## src/rtl/i2c_pkt_pkg.sv

```systemverilog
package i2c_pkt_pkg;

    typedef enum logic [2:0] {
        ST_HDR_A,
        ST_HDR_B,
        ST_HDR_C,
        ST_ISSUE,
        ST_LOAD,
        ST_EMIT,
        ST_WAIT,
        ST_FLUSH
    } pkt_state_e;

    // header field positions (decoded by the engine-facing descriptor)
    localparam int PID_LSB  = 0;
    localparam int PID_W    = 8;
    localparam int LEN_LSB  = 0;
    localparam int ADDR_LSB = 0;
    localparam int ADDR_W   = 7;
    localparam int RS_BIT   = 16;
    localparam int RD_BIT   = 19;

    // status flag indices
    localparam int FLG_DONE = 0;
    localparam int FLG_NACK = 1;
    localparam int FLG_ARB  = 2;
    localparam int NFLAG    = 3;

endpackage

```

## src/rtl/i2c_pkt_hdr_dec.sv

```systemverilog
module i2c_pkt_hdr_dec
    import i2c_pkt_pkg::*;
#(
    parameter int WORD_W = 32,
    parameter int LEN_W  = 12
) (
    input  logic [WORD_W-1:0] word,
    output logic [PID_W-1:0]  pid,
    output logic [LEN_W-1:0]  len_m1,
    output logic [ADDR_W-1:0] addr7,
    output logic              rd,
    output logic              rs
);
    // identifier word: only the packet id is kept
    assign pid    = word[PID_LSB +: PID_W];
    // length word: byte count minus one
    assign len_m1 = word[LEN_LSB +: LEN_W];
    // target word: address field bit 0 is dropped, direction taken from rd bit
    assign addr7  = word[ADDR_LSB+1 +: ADDR_W];
    assign rd     = word[RD_BIT];
    assign rs     = word[RS_BIT];
endmodule

```

## src/rtl/i2c_pkt_byte_sel.sv

```systemverilog
module i2c_pkt_byte_sel #(
    parameter int WORD_W = 32,
    parameter int BYTES  = WORD_W / 8,
    parameter int IDX_W  = (BYTES > 1) ? $clog2(BYTES) : 1
) (
    input  logic [WORD_W-1:0] word,
    input  logic [IDX_W-1:0]  idx,
    output logic [7:0]        byte_o
);
    logic [7:0] lane [BYTES];

    for (genvar g = 0; g < BYTES; g++) begin : g_lane
        assign lane[g] = word[g*8 +: 8];
    end

    assign byte_o = lane[idx];
endmodule

```

## src/rtl/i2c_pkt_status.sv

```systemverilog
module i2c_pkt_status #(
    parameter int NF = 3
) (
    input  logic          clk,
    input  logic          rst_n,
    input  logic [NF-1:0] set_i,
    input  logic          clr_we,
    input  logic [NF-1:0] clr_mask,
    output logic [NF-1:0] flags
);
    for (genvar g = 0; g < NF; g++) begin : g_flag
        logic flag_q;

        always_ff @(posedge clk or negedge rst_n) begin
            if (!rst_n)
                flag_q <= 1'b0;
            else if (set_i[g])
                flag_q <= 1'b1;
            else if (clr_we && clr_mask[g])
                flag_q <= 1'b0;
        end

        assign flags[g] = flag_q;

        a_r7_flag_set: assert property (@(posedge clk) disable iff (!rst_n)
            set_i[g] |=> flags[g]);

        a_r8_flag_clear: assert property (@(posedge clk) disable iff (!rst_n)
            (clr_we && clr_mask[g] && !set_i[g]) |=> !flags[g]);

        a_r7_flag_sticky: assert property (@(posedge clk) disable iff (!rst_n)
            (flags[g] && !(clr_we && clr_mask[g])) |=> flags[g]);
    end
endmodule

```

## src/rtl/i2c_pkt_ctl.sv

```systemverilog
module i2c_pkt_ctl
    import i2c_pkt_pkg::*;
#(
    parameter int WORD_W = 32,
    parameter int LEN_W  = 12,
    parameter int BYTES  = WORD_W / 8,
    parameter int IDX_W  = (BYTES > 1) ? $clog2(BYTES) : 1,
    parameter int CNT_W  = LEN_W + 1,
    parameter int WL_W   = LEN_W - IDX_W + 1
) (
    input  logic              clk,
    input  logic              rst_n,
    input  logic [WORD_W-1:0] fifo_data,
    input  logic              fifo_valid,
    output logic              fifo_ready,
    input  logic [PID_W-1:0]  dec_pid,
    input  logic [LEN_W-1:0]  dec_len_m1,
    input  logic [ADDR_W-1:0] dec_addr,
    input  logic              dec_rd,
    input  logic              dec_rs,
    output logic              cmd_valid,
    input  logic              cmd_ready,
    output logic [PID_W-1:0]  cmd_pkt_id,
    output logic [ADDR_W-1:0] cmd_addr,
    output logic              cmd_read,
    output logic [CNT_W-1:0]  cmd_len,
    output logic              cmd_rstart,
    output logic [WORD_W-1:0] word_o,
    output logic [IDX_W-1:0]  idx_o,
    output logic              wr_valid,
    input  logic              wr_ready,
    input  logic              done_i,
    input  logic              abort_i
);
    pkt_state_e state_q, state_d;

    logic [PID_W-1:0]  pid_q;
    logic [ADDR_W-1:0] addr_q;
    logic              rd_q;
    logic              rs_q;
    logic [CNT_W-1:0]  len_q;
    logic [CNT_W-1:0]  left_q;
    logic [WL_W-1:0]   words_q;
    logic [WORD_W-1:0] word_q;
    logic [IDX_W-1:0]  idx_q;
    logic              take;

    assign take = fifo_valid && fifo_ready;

    // state register
    always_ff @(posedge clk or negedge rst_n) begin
        if (!rst_n)
            state_q <= ST_HDR_A;
        else
            state_q <= state_d;
    end

    // transitions
    always_comb begin
        state_d = state_q;
        unique case (state_q)
            ST_HDR_A: if (fifo_valid) state_d = ST_HDR_B;
            ST_HDR_B: if (fifo_valid) state_d = ST_HDR_C;
            ST_HDR_C: if (fifo_valid) state_d = ST_ISSUE;
            ST_ISSUE: if (cmd_ready)  state_d = rd_q ? ST_WAIT : ST_LOAD;
            ST_LOAD: begin
                if (abort_i)
                    state_d = (words_q > WL_W'(fifo_valid)) ? ST_FLUSH : ST_HDR_A;
                else if (fifo_valid)
                    state_d = ST_EMIT;
            end
            ST_EMIT: begin
                if (abort_i)
                    state_d = (words_q != '0) ? ST_FLUSH : ST_HDR_A;
                else if (wr_ready) begin
                    if (left_q == CNT_W'(1))
                        state_d = ST_WAIT;
                    else if (idx_q == IDX_W'(BYTES-1))
                        state_d = ST_LOAD;
                end
            end
            ST_WAIT:  if (done_i || abort_i) state_d = ST_HDR_A;
            ST_FLUSH: if (fifo_valid && words_q == WL_W'(1)) state_d = ST_HDR_A;
            default:  state_d = ST_HDR_A;
        endcase
    end

    // outputs
    always_comb begin
        fifo_ready = 1'b0;
        cmd_valid  = 1'b0;
        wr_valid   = 1'b0;
        unique case (state_q)
            ST_HDR_A, ST_HDR_B, ST_HDR_C, ST_LOAD, ST_FLUSH: fifo_ready = 1'b1;
            ST_ISSUE: cmd_valid = 1'b1;
            ST_EMIT:  wr_valid  = 1'b1;
            default: ;
        endcase
    end

    // descriptor and payload registers
    always_ff @(posedge clk or negedge rst_n) begin
        if (!rst_n) begin
            pid_q   <= '0;
            addr_q  <= '0;
            rd_q    <= 1'b0;
            rs_q    <= 1'b0;
            len_q   <= '0;
            left_q  <= '0;
            words_q <= '0;
            word_q  <= '0;
            idx_q   <= '0;
        end else begin
            unique case (state_q)
                ST_HDR_A: if (take) pid_q <= dec_pid;
                ST_HDR_B: if (take) begin
                    len_q   <= CNT_W'(dec_len_m1) + CNT_W'(1);
                    left_q  <= CNT_W'(dec_len_m1) + CNT_W'(1);
                    words_q <= WL_W'(dec_len_m1 >> IDX_W) + WL_W'(1);
                end
                ST_HDR_C: if (take) begin
                    addr_q <= dec_addr;
                    rd_q   <= dec_rd;
                    rs_q   <= dec_rs;
                end
                ST_LOAD: if (take) begin
                    word_q  <= fifo_data;
                    idx_q   <= '0;
                    words_q <= words_q - WL_W'(1);
                end
                ST_EMIT: if (wr_ready && !abort_i) begin
                    idx_q  <= idx_q + IDX_W'(1);
                    left_q <= left_q - CNT_W'(1);
                end
                ST_FLUSH: if (take) words_q <= words_q - WL_W'(1);
                default: ;
            endcase
        end
    end

    assign cmd_pkt_id = pid_q;
    assign cmd_addr   = addr_q;
    assign cmd_read   = rd_q;
    assign cmd_len    = len_q;
    assign cmd_rstart = rs_q;
    assign word_o     = word_q;
    assign idx_o      = idx_q;

    a_r10_cmd_hold: assert property (@(posedge clk) disable iff (!rst_n)
        (cmd_valid && !cmd_ready) |=> (cmd_valid &&
            $stable({cmd_pkt_id, cmd_addr, cmd_read, cmd_len, cmd_rstart})));

    a_r9_abort_stops: assert property (@(posedge clk) disable iff (!rst_n)
        (abort_i && (state_q == ST_EMIT || state_q == ST_LOAD)) |=> !wr_valid);

    a_r5_byte_budget: assert property (@(posedge clk) disable iff (!rst_n)
        wr_valid |-> (left_q != '0 && !rd_q));

    a_r6_read_no_payload: assert property (@(posedge clk) disable iff (!rst_n)
        (cmd_valid && cmd_ready && cmd_read) |=> (state_q == ST_WAIT));
endmodule

```

## src/rtl/i2c_pkt_parser.sv

```systemverilog
module i2c_pkt_parser
    import i2c_pkt_pkg::*;
#(
    parameter int WORD_W = 32,
    parameter int LEN_W  = 12,
    localparam int BYTES = WORD_W / 8,
    localparam int IDX_W = (BYTES > 1) ? $clog2(BYTES) : 1,
    localparam int CNT_W = LEN_W + 1
) (
    input  logic              clk,
    input  logic              rst_n,
    input  logic [WORD_W-1:0] fifo_data,
    input  logic              fifo_valid,
    output logic              fifo_ready,
    output logic              cmd_valid,
    input  logic              cmd_ready,
    output logic [7:0]        cmd_pkt_id,
    output logic [6:0]        cmd_addr,
    output logic              cmd_read,
    output logic [CNT_W-1:0]  cmd_len,
    output logic              cmd_rstart,
    output logic [7:0]        wr_data,
    output logic              wr_valid,
    input  logic              wr_ready,
    input  logic              eng_done,
    input  logic              eng_nack,
    input  logic              eng_arb_lost,
    input  logic              sts_clr_we,
    input  logic [2:0]        sts_clr_mask,
    output logic [2:0]        sts_flags
);
    logic [PID_W-1:0]  dec_pid;
    logic [LEN_W-1:0]  dec_len_m1;
    logic [ADDR_W-1:0] dec_addr;
    logic              dec_rd;
    logic              dec_rs;
    logic [WORD_W-1:0] word_w;
    logic [IDX_W-1:0]  idx_w;
    logic              abort_w;
    logic [NFLAG-1:0]  set_w;

    assign abort_w = eng_nack | eng_arb_lost;

    always_comb begin
        set_w           = '0;
        set_w[FLG_DONE] = eng_done;
        set_w[FLG_NACK] = eng_nack;
        set_w[FLG_ARB]  = eng_arb_lost;
    end

    i2c_pkt_hdr_dec #(.WORD_W(WORD_W), .LEN_W(LEN_W)) u_dec (
        .word   (fifo_data),
        .pid    (dec_pid),
        .len_m1 (dec_len_m1),
        .addr7  (dec_addr),
        .rd     (dec_rd),
        .rs     (dec_rs)
    );

    i2c_pkt_ctl #(.WORD_W(WORD_W), .LEN_W(LEN_W)) u_ctl (
        .clk        (clk),
        .rst_n      (rst_n),
        .fifo_data  (fifo_data),
        .fifo_valid (fifo_valid),
        .fifo_ready (fifo_ready),
        .dec_pid    (dec_pid),
        .dec_len_m1 (dec_len_m1),
        .dec_addr   (dec_addr),
        .dec_rd     (dec_rd),
        .dec_rs     (dec_rs),
        .cmd_valid  (cmd_valid),
        .cmd_ready  (cmd_ready),
        .cmd_pkt_id (cmd_pkt_id),
        .cmd_addr   (cmd_addr),
        .cmd_read   (cmd_read),
        .cmd_len    (cmd_len),
        .cmd_rstart (cmd_rstart),
        .word_o     (word_w),
        .idx_o      (idx_w),
        .wr_valid   (wr_valid),
        .wr_ready   (wr_ready),
        .done_i     (eng_done),
        .abort_i    (abort_w)
    );

    i2c_pkt_byte_sel #(.WORD_W(WORD_W)) u_sel (
        .word   (word_w),
        .idx    (idx_w),
        .byte_o (wr_data)
    );

    i2c_pkt_status #(.NF(NFLAG)) u_sts (
        .clk      (clk),
        .rst_n    (rst_n),
        .set_i    (set_w),
        .clr_we   (sts_clr_we),
        .clr_mask (sts_clr_mask),
        .flags    (sts_flags)
    );

    a_r10_byte_hold: assert property (@(posedge clk) disable iff (!rst_n)
        (wr_valid && !wr_ready && !abort_w) |=> (wr_valid && $stable(wr_data)));

    a_r1_one_channel: assert property (@(posedge clk) disable iff (!rst_n)
        $onehot0({fifo_ready, cmd_valid, wr_valid}));
endmodule

```

## config.mk

```make
export PLATFORM = sky130hd
export DESIGN_NAME = i2c_pkt_parser
export DESIGN_NICKNAME = d
export VERILOG_FILES = /design/src/rtl/i2c_pkt_pkg.sv /design/src/rtl/i2c_pkt_hdr_dec.sv /design/src/rtl/i2c_pkt_byte_sel.sv /design/src/rtl/i2c_pkt_status.sv /design/src/rtl/i2c_pkt_ctl.sv /design/src/rtl/i2c_pkt_parser.sv
export SDC_FILE = /design/constraint.sdc
export NUM_CORES = 1
export LEC_CHECK = 0
export CAP_MARGIN = 0
export CORE_MARGIN = 2
export CORE_UTILIZATION = 25
export DETAILED_ROUTE_END_ITERATION = 7
export PLACE_DENSITY = 0.48
export SETUP_SLACK_MARGIN = 0.3
export SLEW_MARGIN = 10
export SYNTH_ARGS = -nofsm -noshare
export SYNTH_HDL_FRONTEND = slang
export SYNTH_HIERARCHICAL = 1
export SYNTH_SLANG_ARGS = --single-unit
export TNS_END_PERCENT = 5
```

## constraint.sdc

```tcl
create_clock -name clk -period 3.5 [get_ports clk]
set_input_delay 0.35 -clock clk [delete_from_list [all_inputs] [get_ports clk]]
set_output_delay 0.35 -clock clk [all_outputs]
set_load 0.02 [all_outputs]
```

==> metrics.yaml <==
sta:
  rsz0062_at_grt: "false"
  holdWs_ns: 0.129
  max_slew_margin_pct: 37.2
  finalCritPeriodShare_pct: 80.9
  finalMaxSlewViolations: 0
  worst_slack_ns: 0.669
  min_period_ns: 2.83
  fmax_mhz: 353
  tns_ns: 0
  worstMarginPinSlew_ns: 0.942
  fin_skew_ns: 0.00735
  setup_viol: 0
  hold_violations: 0
clocking:
  insertion_delay_ns: 0.36
  cts_num_sinks: 94
  post_cts_buffers: 0
  root_buffer: "clkbuf_16"
  cts_tree: "done"
  cts.repair.resized: 0
  htreeDepth: 3
  clk_pin_slew_ns: 0.07
  hold_buffers: 0
  numCtsBuffers: 9
  cts_buffer_depth: 2
route:
  wl_per_cell_um: 16.7
  vias: 3938
  drc_errors: 0
  ant_nets: 0
  viasPerCell: 4.79
  wl_um: 13700
  drtIter0Drc: 295
  dr.pass1.iters: 5
logic_synthesis:
  async_flop_share_pct: 100
  yosys.area_share.simple_pct: 13.6
  ys_warn_count: 6
  yosys.area_share.adder_pct: 2.17
  syn_inst: 492
  synthXorXnorAreaFrac_pct: 3.20
  yosys-mux-area-fraction_pct: 14.5
  ys_seq_area_share_pct: 45.3
  synth-compound-area-share_pct: 13.1
  synth_largest_area_cell: "dfrtp_1"
  yosys.cell_types.count: 64
  synth_seq_cells: 94
  synth_area_mm2: 0.00519
  syn_area_per_cell_um2: 10.6
  synth_top_family_by_area: "multiplexers"
  synthTopCellsByArea: "dfrtp_1 45%, mux2_2 11%, buf_4 4.6%, o21ai_0 4.0%, nand2_1 3.8%"
  synth_nets: 545
  synth_edf_count: 0
  ys.flop_type: "dfrtp_1"
  synth_top_cell_area_share_pct: 45.3
power:
  power_uw: 5480
  p_leak_uw: 0.00258
  p_per_area_mw_per_mm2: 851
  peakVddDrop_mv: 0.351
floorplanning:
  die-area_mm2: 0.0219
  initial_core_util_pct: 25.6
  dieWidth_um: 148
  ios: 88
  core_mm2: 0.0203
  placementRows: 52
  die_h_um: 148
layout:
  nets: 600
  final_core_util_pct: 31.7
  final_common_cell: "dfrtp_1"
  insertedDiodeCount: 0
  n_fill_cell: 2106
  seqCellArea_mm2: 0.00235
  area_growth_pct: 23.9
  mostFrequentLayoutCells: "94 x dfrtp_1, 86 x clkdlybuf4s50_1, 52 x nand2_1"
  drive_gt1_share_pct: 18.3
  multi_input_area_mm2: 0.00243
worst_setup_path:
  rr_worst_depth: 7
  timing.rr.end: "u_ctl/left_q[9]"
  crit_fanout: 22
  critPathArrivalTime_ns: 2.48
  startpoint: "u_ctl/state_q[1]"
  path_class: "reg -> out"
  critPathCaptureType: "output port"
  cp.required_ns: 3.15
  critPathLaunchType: "flop"
  rrSetupSlack_ns: 1.08
  r2r-start: "u_ctl/state_q[0]"
global_route:
  grt_max_degree: 71
  overflow: 0
  grt_pass1_wl_um: 22200
  grtUsageTotal_pct: 13.0
  antenna_found_initial: 0
  grt_pass1_vias: 3999
placement:
  pre_cts_slack_ns: 0.933
  io_buffers: 87
  routabilityCongestion: 0.831
  dp_hpwl_um: 10000
status:
  status: "finished clean"
hold_path:
  hold_path_class: "in -> async"
flow_run:
  drv_cap: 0
kinds of logic after synthesis:
logic type               count (synthesis)
multiplexers                            59
adder cells (fa/ha/maj)                  9
XOR/XNOR                                19
AND/OR/NAND/NOR                        140
buffers and inverters                   66
AO/OA/AOI/OAI                          105
flip-flops                              94
per-layer routing:
metal	routed length [um]	vias up	part of all wire, %	track usage (%)
met3	1250	16	9.1	5.67
met2	6060	147	44	19.7
met5	0	-	0	0
li1	-	1853	-	-
met1	6200	1922	45	17.1
met4	218	0	1.6	3.14
final cells by class:
cell class / count / share of cell area (%)
Clock inverter: 7 / 1.42
Tap cell: 270 / 5.25
Multi-Input combinational cell: 332 / 37.7
Clock buffer: 9 / 3.50
Timing Repair Buffer: 100 / 15.0
Inverter: 10 / 0.583
Sequential cell: 94 / 36.5
state kept, by name, indices dropped and copies added, names as in the netlist:
signal and count:
u_ctl/words_q 11, u_ctl/cmd_rstart 1, u_ctl/state_q 3, u_ctl/left_q 13, u_ctl/cmd_read 1, u_ctl/word_o 32, u_ctl/cmd_addr 7, u_sts/g_flag.flag_q 3
u_ctl/cmd_pkt_id 8, u_ctl/idx_o 2, u_ctl/cmd_len 13
worst max path at each step:
stage | endpoint | cells past startpoint
floorplan | fifo_ready | 7
global placement | u_ctl/state_q[1] | 6
detailed placement | u_ctl/left_q[9] | 7
CTS | fifo_ready | 6
global route | fifo_ready | 6
finish | fifo_ready | 6
stage by stage:
stage | cell area (um^2) | cells
floorplan | 5190 | 492
global placement | 6120 | 806
detailed placement | 6120 | 806
CTS | 6440 | 822
global route | 6440 | 822
finish | 6440 | 822
cells in the mapped netlist (4+ instances only):
library cell and count:
inv_1 10, a31oi_1 4, clkbuf_1 12, xnor2_1 10
nand2_1 52, nor2_1 25, nand3_1 13, buf_2 5
mux4_2 8, a21o_1 5, a22o_1 5, nor4_1 5
nand2b_1 5, a21oi_1 19, mux2_2 50, nor3_1 11
xor2_1 9, ha_1 9, dfrtp_1 94, o21ai_0 41
buf_4 32
power by group:
| group | switching [uW] | total [uW] | internal (uW) | leakage, uW |
|---|---|---|---|---|
| registers | 417 | 1990 | 1570 | 0.00115 |
| clock network | 478 | 1050 | 572 | 0.000151 |
| logic | 1200 | 2440 | 1240 | 0.00128 |
| total | 2100 | 5480 | 3380 | 0.00258 |
critical path, cell delays in order, from the launching register on:
cell and delay, ns:
dfrtp_1 0.63, nand3b_1 0.17, buf_4 0.26, inv_1 0.09, buf_4 0.21, a21oi_1 0.13, clkdlybuf4s50_1 0.63
Note: power is estimated with default switching activity, not from simulation.
